--- src/rtl/fpt_pkg.sv ---
package fpt_pkg;

    typedef enum logic [1:0] {
        PT_IDLE    = 2'd0,
        PT_ACTIVE  = 2'd1,
        PT_RELEASE = 2'd2
    } pt_state_e;

endpackage

--- src/rtl/fpt_sync.sv ---
module fpt_sync #(
    parameter int   STAGES  = 2,
    parameter logic RST_VAL = 1'b1
) (
    input  logic clk,
    input  logic rst_n,
    input  logic d,
    output logic q
);

    logic [STAGES-1:0] chain_d, chain_q;

    generate
        if (STAGES == 1) begin : g_single
            always_comb chain_d = d;
        end else begin : g_multi
            always_comb chain_d = {chain_q[STAGES-2:0], d};
        end
    endgenerate

    always_ff @(posedge clk or negedge rst_n) begin
        if (!rst_n) chain_q <= {STAGES{RST_VAL}};
        else        chain_q <= chain_d;
    end

    assign q = chain_q[STAGES-1];

endmodule

--- src/rtl/fpt_ctrl.sv ---
module fpt_ctrl
    import fpt_pkg::*;
#(
    parameter int NUM_TGT  = 2,
    parameter int TGT_W    = 1,
    parameter int RST_HOLD = 4,
    parameter int CNT_W    = 3
) (
    input  logic             clk,
    input  logic             rst_n,
    input  logic             csb_sync,
    input  logic             req,
    input  logic [TGT_W-1:0] tgt,
    output logic             route_en,
    output logic [TGT_W-1:0] route_sel,
    output logic             cpu_rst
);

    typedef struct packed {
        pt_state_e        state;
        logic [TGT_W-1:0] sel;
        logic [CNT_W-1:0] cnt;
    } ctrl_t;

    ctrl_t cur_q, nxt_d;
    logic  tgt_ok;

    always_comb tgt_ok = (int'(tgt) < NUM_TGT);

    always_comb begin
        nxt_d = cur_q;
        unique case (cur_q.state)
            PT_IDLE: begin
                if (req && !csb_sync && tgt_ok) begin
                    nxt_d.state = PT_ACTIVE;
                    nxt_d.sel   = tgt;
                end
            end
            PT_ACTIVE: begin
                if (csb_sync) begin
                    nxt_d.state = PT_RELEASE;
                    nxt_d.cnt   = '0;
                end
            end
            PT_RELEASE: begin
                if (cur_q.cnt == CNT_W'(RST_HOLD - 1)) begin
                    nxt_d.state = PT_IDLE;
                    nxt_d.cnt   = '0;
                end else begin
                    nxt_d.cnt = cur_q.cnt + 1'b1;
                end
            end
            default: nxt_d.state = PT_IDLE;
        endcase
    end

    always_ff @(posedge clk or negedge rst_n) begin
        if (!rst_n) begin
            cur_q.state <= PT_IDLE;
            cur_q.sel   <= '0;
            cur_q.cnt   <= '0;
        end else begin
            cur_q <= nxt_d;
        end
    end

    assign route_en  = (cur_q.state == PT_ACTIVE);
    assign route_sel = cur_q.sel;
    assign cpu_rst   = (cur_q.state != PT_IDLE);

    // Cycle counter used only by the release-window assertion
    int rel_cycles_q;
    always_ff @(posedge clk or negedge rst_n) begin
        if (!rst_n)                    rel_cycles_q <= 0;
        else if (cpu_rst && !route_en) rel_cycles_q <= rel_cycles_q + 1;
        else                           rel_cycles_q <= 0;
    end

    p_entry_r2: assert property (@(posedge clk) disable iff (!rst_n)
        (!cpu_rst && req && !csb_sync && tgt_ok) |=> (route_en && cpu_rst && route_sel == $past(tgt)));

    p_exit_r7: assert property (@(posedge clk) disable iff (!rst_n)
        (route_en && csb_sync) |=> (!route_en && cpu_rst));

    p_release_r8: assert property (@(posedge clk) disable iff (!rst_n)
        $fell(cpu_rst) |-> (rel_cycles_q == RST_HOLD));

    p_sel_stable_r10: assert property (@(posedge clk) disable iff (!rst_n)
        (route_en && $past(route_en)) |-> $stable(route_sel));

endmodule

--- src/rtl/fpt_route.sv ---
module fpt_route #(
    parameter int NUM_TGT = 2,
    parameter int TGT_W   = 1
) (
    input  logic               route_en,
    input  logic [TGT_W-1:0]   route_sel,
    input  logic               host_csb,
    input  logic               host_sck,
    input  logic               host_sdi,
    input  logic               resp_sdo,
    input  logic               resp_sdo_oe,
    input  logic [NUM_TGT-1:0] flash_io1,
    output logic [NUM_TGT-1:0] flash_csb,
    output logic [NUM_TGT-1:0] flash_clk,
    output logic [NUM_TGT-1:0] flash_io0,
    output logic               host_sdo,
    output logic               host_sdo_oe
);

    logic [NUM_TGT-1:0] hit;

    generate
        for (genvar t = 0; t < NUM_TGT; t++) begin : g_tgt
            always_comb begin
                hit[t]       = route_en && (int'(route_sel) == t);
                flash_csb[t] = !hit[t] || host_csb;
                flash_clk[t] = hit[t] && !host_csb && host_sck;
                flash_io0[t] = hit[t] && !host_csb && host_sdi;
            end
        end
    endgenerate

    always_comb begin
        if (route_en) begin
            host_sdo    = flash_io1[route_sel];
            host_sdo_oe = !host_csb;
        end else begin
            host_sdo    = resp_sdo;
            host_sdo_oe = resp_sdo_oe;
        end
    end

endmodule

--- src/rtl/flash_passthru.sv ---
module flash_passthru #(
    parameter int NUM_TGT     = 2,
    parameter int SYNC_STAGES = 2,
    parameter int RST_HOLD    = 4,
    localparam int TGT_W      = (NUM_TGT > 1) ? $clog2(NUM_TGT) : 1,
    localparam int CNT_W      = $clog2(RST_HOLD + 1)
) (
    input  logic               clk,
    input  logic               rst_n,
    input  logic               host_csb,
    input  logic               host_sck,
    input  logic               host_sdi,
    input  logic               pt_req,
    input  logic [TGT_W-1:0]   pt_tgt,
    input  logic               resp_sdo,
    input  logic               resp_sdo_oe,
    input  logic [NUM_TGT-1:0] flash_io1,
    output logic [NUM_TGT-1:0] flash_csb,
    output logic [NUM_TGT-1:0] flash_clk,
    output logic [NUM_TGT-1:0] flash_io0,
    output logic               host_sdo,
    output logic               host_sdo_oe,
    output logic               cpu_rst
);

    logic             csb_sync;
    logic             route_en;
    logic [TGT_W-1:0] route_sel;

    fpt_sync #(.STAGES(SYNC_STAGES), .RST_VAL(1'b1)) u_sync (
        .clk   (clk),
        .rst_n (rst_n),
        .d     (host_csb),
        .q     (csb_sync)
    );

    fpt_ctrl #(
        .NUM_TGT  (NUM_TGT),
        .TGT_W    (TGT_W),
        .RST_HOLD (RST_HOLD),
        .CNT_W    (CNT_W)
    ) u_ctrl (
        .clk       (clk),
        .rst_n     (rst_n),
        .csb_sync  (csb_sync),
        .req       (pt_req),
        .tgt       (pt_tgt),
        .route_en  (route_en),
        .route_sel (route_sel),
        .cpu_rst   (cpu_rst)
    );

    fpt_route #(.NUM_TGT(NUM_TGT), .TGT_W(TGT_W)) u_route (
        .route_en    (route_en),
        .route_sel   (route_sel),
        .host_csb    (host_csb),
        .host_sck    (host_sck),
        .host_sdi    (host_sdi),
        .resp_sdo    (resp_sdo),
        .resp_sdo_oe (resp_sdo_oe),
        .flash_io1   (flash_io1),
        .flash_csb   (flash_csb),
        .flash_clk   (flash_clk),
        .flash_io0   (flash_io0),
        .host_sdo    (host_sdo),
        .host_sdo_oe (host_sdo_oe)
    );

    p_one_select_r5: assert property (@(posedge clk) disable iff (!rst_n)
        $countones(~flash_csb) <= 1);

    p_quiet_when_free_r1: assert property (@(posedge clk) disable iff (!rst_n)
        !cpu_rst |-> (&flash_csb && flash_clk == '0 && flash_io0 == '0));

endmodule

--- config.mk ---
export PLATFORM = sky130hd
export DESIGN_NAME = flash_passthru
export DESIGN_NICKNAME = d
export VERILOG_FILES = /design/src/rtl/fpt_pkg.sv /design/src/rtl/fpt_sync.sv /design/src/rtl/fpt_ctrl.sv /design/src/rtl/fpt_route.sv /design/src/rtl/flash_passthru.sv
export SDC_FILE = /design/constraint.sdc
export NUM_CORES = 1
export LEC_CHECK = 0
export BUFFER_PORTS_ARGS = -buffer_cell sky130_fd_sc_hd__clkbuf_2
export CAP_MARGIN = 0
export CORE_AREA = 2 2 39 41
export DETAILED_ROUTE_END_ITERATION = 8
export DIE_AREA = 0 0 41 43
export PLACE_DENSITY = 0.63
export REMOVE_ABC_BUFFERS = 1
export SKIP_CTS_REPAIR_TIMING = 1
export SYNTH_ARGS = -nofsm -noshare
export SYNTH_HDL_FRONTEND = slang
export SYNTH_HIERARCHICAL = 1
export SYNTH_SLANG_ARGS = --single-unit
--- constraint.sdc ---
create_clock -name clk -period 1.87 [get_ports clk]
set_clock_uncertainty 0.05 [all_clocks]
set_input_delay 0.2805 -clock clk [delete_from_list [all_inputs] [get_ports clk]]
set_output_delay 0.2805 -clock clk [all_outputs]
set_load 0.01 [all_outputs]
==> qor.txt <==
Pwr Total -> 696 µW
post-synthesis sequential area ratio -> 46.7%
global-route wire length before repair -> 1520 µm
CTS tree -> done
status -> completed
# rows -> 14
fraction of registers with async set/reset -> 100%
worst slew pin tran -> 0.252 ns
Critical path destination -> flash_csb[0]
via count -> 384
initial core utilization -> 31.4%
routing usage on met1 -> 16.1%
unrepaired setup endpoints after global routing -> no
pwr dens -> 1170 nW/µm²
Final Setup Violations -> 0
M3 GR Usage -> 4.71%
gr ovfl total -> 0
reg2reg path depth -> 3
reg2reg setup slack -> 0.47 ns
final hold vios -> 0
Setup WS post-layout -> 0.185 ns
syn avg cell area -> 9.87 µm²
M2 GR Usage -> 18.4%
Post-Synthesis Cell Area -> 434 µm²
core area -> 1380 µm²
Post-synth EDFFs -> 0
Worst VDD drop -> 0.366 mV
worst-path fanout max -> 7
Routed Antenna Nets -> 0
largest net degree at the start of global routing -> 9
area of the multi-input gates -> 235 µm²
Post-synth top cells -> nor2_1, dfrtp_1, nand2_1, nand2b_1, mux2i_1
most frequent cell after synthesis -> nor2_1
CP Launch Type -> flip-flop
Critical R2R Capture -> u_ctrl/route_sel$_DFFE_PN0P_
Area contributors post-synth -> dfrtp_1, dfstp_2, mux2i_1
CP Depth -> 4
chip width -> 41 µm
Post-DP HPWL -> 675 µm
Vias/cell -> 4.57
Clock transition at path regs -> 0.06 ns
layout cells sized above 1 -> 44.1%
die area -> 1760 µm²
worst setup path start -> u_ctrl/cur_q[4]$_DFFE_PN0P_
drt first pass iters -> 2
WHS Path Cells -> 1
synthesized flop and latch total -> 8
CP max-delay cell -> dfrtp_1
required time worst endpoint -> 1.54 ns
YS warnings -> 6
relative slew slack -> 83.2%
H-tree depth -> 1
crit path cell chain -> nor2b_4 -> nand2b_2 -> or2_1 -> clkbuf_2
ANT cells -> 0
busiest grt layer -> met2
register area -> 203 µm²
CP Capture Type -> primary output
cts bufs inserted -> 3
Slew Limit Fails -> 0
maxcap violations -> 0
Distinct cells, synth -> 21
CTS Sinks -> 8
Layout area overhead -> 36.6%
max frequency -> 593 MHz
setup_tns -> 0 ns
Gate Count Post-Synth -> 44
crit path time final -> 1.69 ns
Top Ports -> 20
worst hold path class -> input port to flip-flop
Synth top area share -> 34.6%
Filler cells -> 141
leading area contributor after synthesis -> dfrtp_1
RD Place Congestion -> 0.640
CP peak stage delay -> 0.43 ns
prevailing post-synth register cell -> dfrtp_1
1st-iter DRT viols -> 4
critical path data arrival time -> 1.35 ns
CP delay by family, top -> simple AND/OR/NAND/NOR gates
CTS max path bufs -> 2
# port buffers -> 19
critical path class -> flip-flop to primary output
routed length per instance -> 10.0 µm
DR DRC count -> 0
height of the chip -> 43 µm
Final Cycle Share -> 90.1%
Layout Nets -> 81
GR Util All Layers -> 13.0%
vias in the first global route -> 394
antenna violations before repair -> 0
reg2reg start -> u_ctrl/cur_q[5]$_DFFE_PN0P_
Clock Root Buffer -> clkbuf_4
Worst Path Buf+Inv -> 1
leakage power -> 0.293 nW
Total Wirelength -> 841 µm
Post-Place Worst Slack -> 0.267 ns
Clock Latency Late Sink -> 0.26 ns
==> cell families (layout without fill, tap and decap cells) <==
family / after synthesis / count (layout) / synth area share, %
AND/OR/NAND/NOR: 25 / 25 / 32.6
multiplexers: 4 / 4 / 9.51
buffers and inverters: 1 / 25 / 0.864
AO/OA/AOI/OAI: 5 / 5 / 7.49
adder cells (fa/ha/maj): 1 / 1 / 2.88
flip-flops: 8 / 8 / 46.7
==> state kept, by name (all words and copies together) (netlist names) <==
signal and count:
u_ctrl/cur_q 5, u_ctrl/route_sel 1, u_sync/chain_q 2
==> per-stage QoR <==
stage | util, % | std cells | hold WS [ns] | area [µm²]
after floorplan | - | 44 | -0.0651 | 434
after global placement | 39.7 | 79 | 0.0903 | 549
after detailed placement | 39.7 | 79 | 0.0870 | 549
after CTS | 41.6 | 83 | -0.189 | 576
after global routing | 42.9 | 84 | 0.116 | 593
final | 42.9 | 84 | 0.123 | 593
==> worst min path at each step <==
stage / start / end / slack (ns)
2_1_floorplan: rst_n / u_ctrl/cur_q[0]$_DFFE_PN0P_ / -0.07
6_report: host_csb / u_sync/chain_q[0]$_DFF_PN1_ / 0.12
5_1_grt: host_csb / u_sync/chain_q[0]$_DFF_PN1_ / 0.12
4_1_cts: rst_n / u_ctrl/cur_q[2]$_DFFE_PN0P_ / -0.19
3_5_place_dp: rst_n / u_ctrl/cur_q[2]$_DFFE_PN0P_ / 0.09
3_3_place_gp: rst_n / u_ctrl/cur_q[2]$_DFFE_PN0P_ / 0.09
==> report_power, final <==
group          internal (mW)  leakage [nW]  total (mW)  switching (mW)
Sequential             0.225        0.0975       0.287          0.0620
Combinational          0.146         0.181       0.267           0.121
Clock                 0.0817        0.0150       0.142          0.0607
Total                  0.453         0.293       0.696           0.244
==> area by class of cell <==
cell class | instances | share of cell area [%]
multi-input combinational | 35 | 39.7
inverter | 1 | 0.633
sequential | 8 | 34.2
clock buffer | 4 | 4.43
tap | 16 | 3.38
timing repair buffer | 20 | 17.7
==> routing by layer <==
metal | vias to the layer above | part of all wire, %
met1 | 171 | 44
li1 | 196 | -
met2 | 17 | 49
met3 | 0 | 7.5
met5 | - | 0
met4 | 0 | 0
==> cell usage in the layout (no fill, tap or decap), drive strengths merged <==
| cell type | instances |
|---|---|
| and2b | 1 |
| inv | 1 |
| nor2b | 1 |
| nand3b | 1 |
| a211oi | 1 |
| nor2 | 7 |
| dlygate4sd3 | 1 |
| a21oi | 2 |
| dfrtp | 6 |
| nor3 | 1 |
| nand2b | 5 |
| ha | 1 |
| nand2 | 5 |
| clkbuf | 23 |
| mux2i | 3 |
| dfstp | 2 |
| nor3b | 1 |
| a21boi | 2 |
| or2 | 3 |
| mux2 | 1 |
No activity file was read; power rests on OpenSTA's default activity.
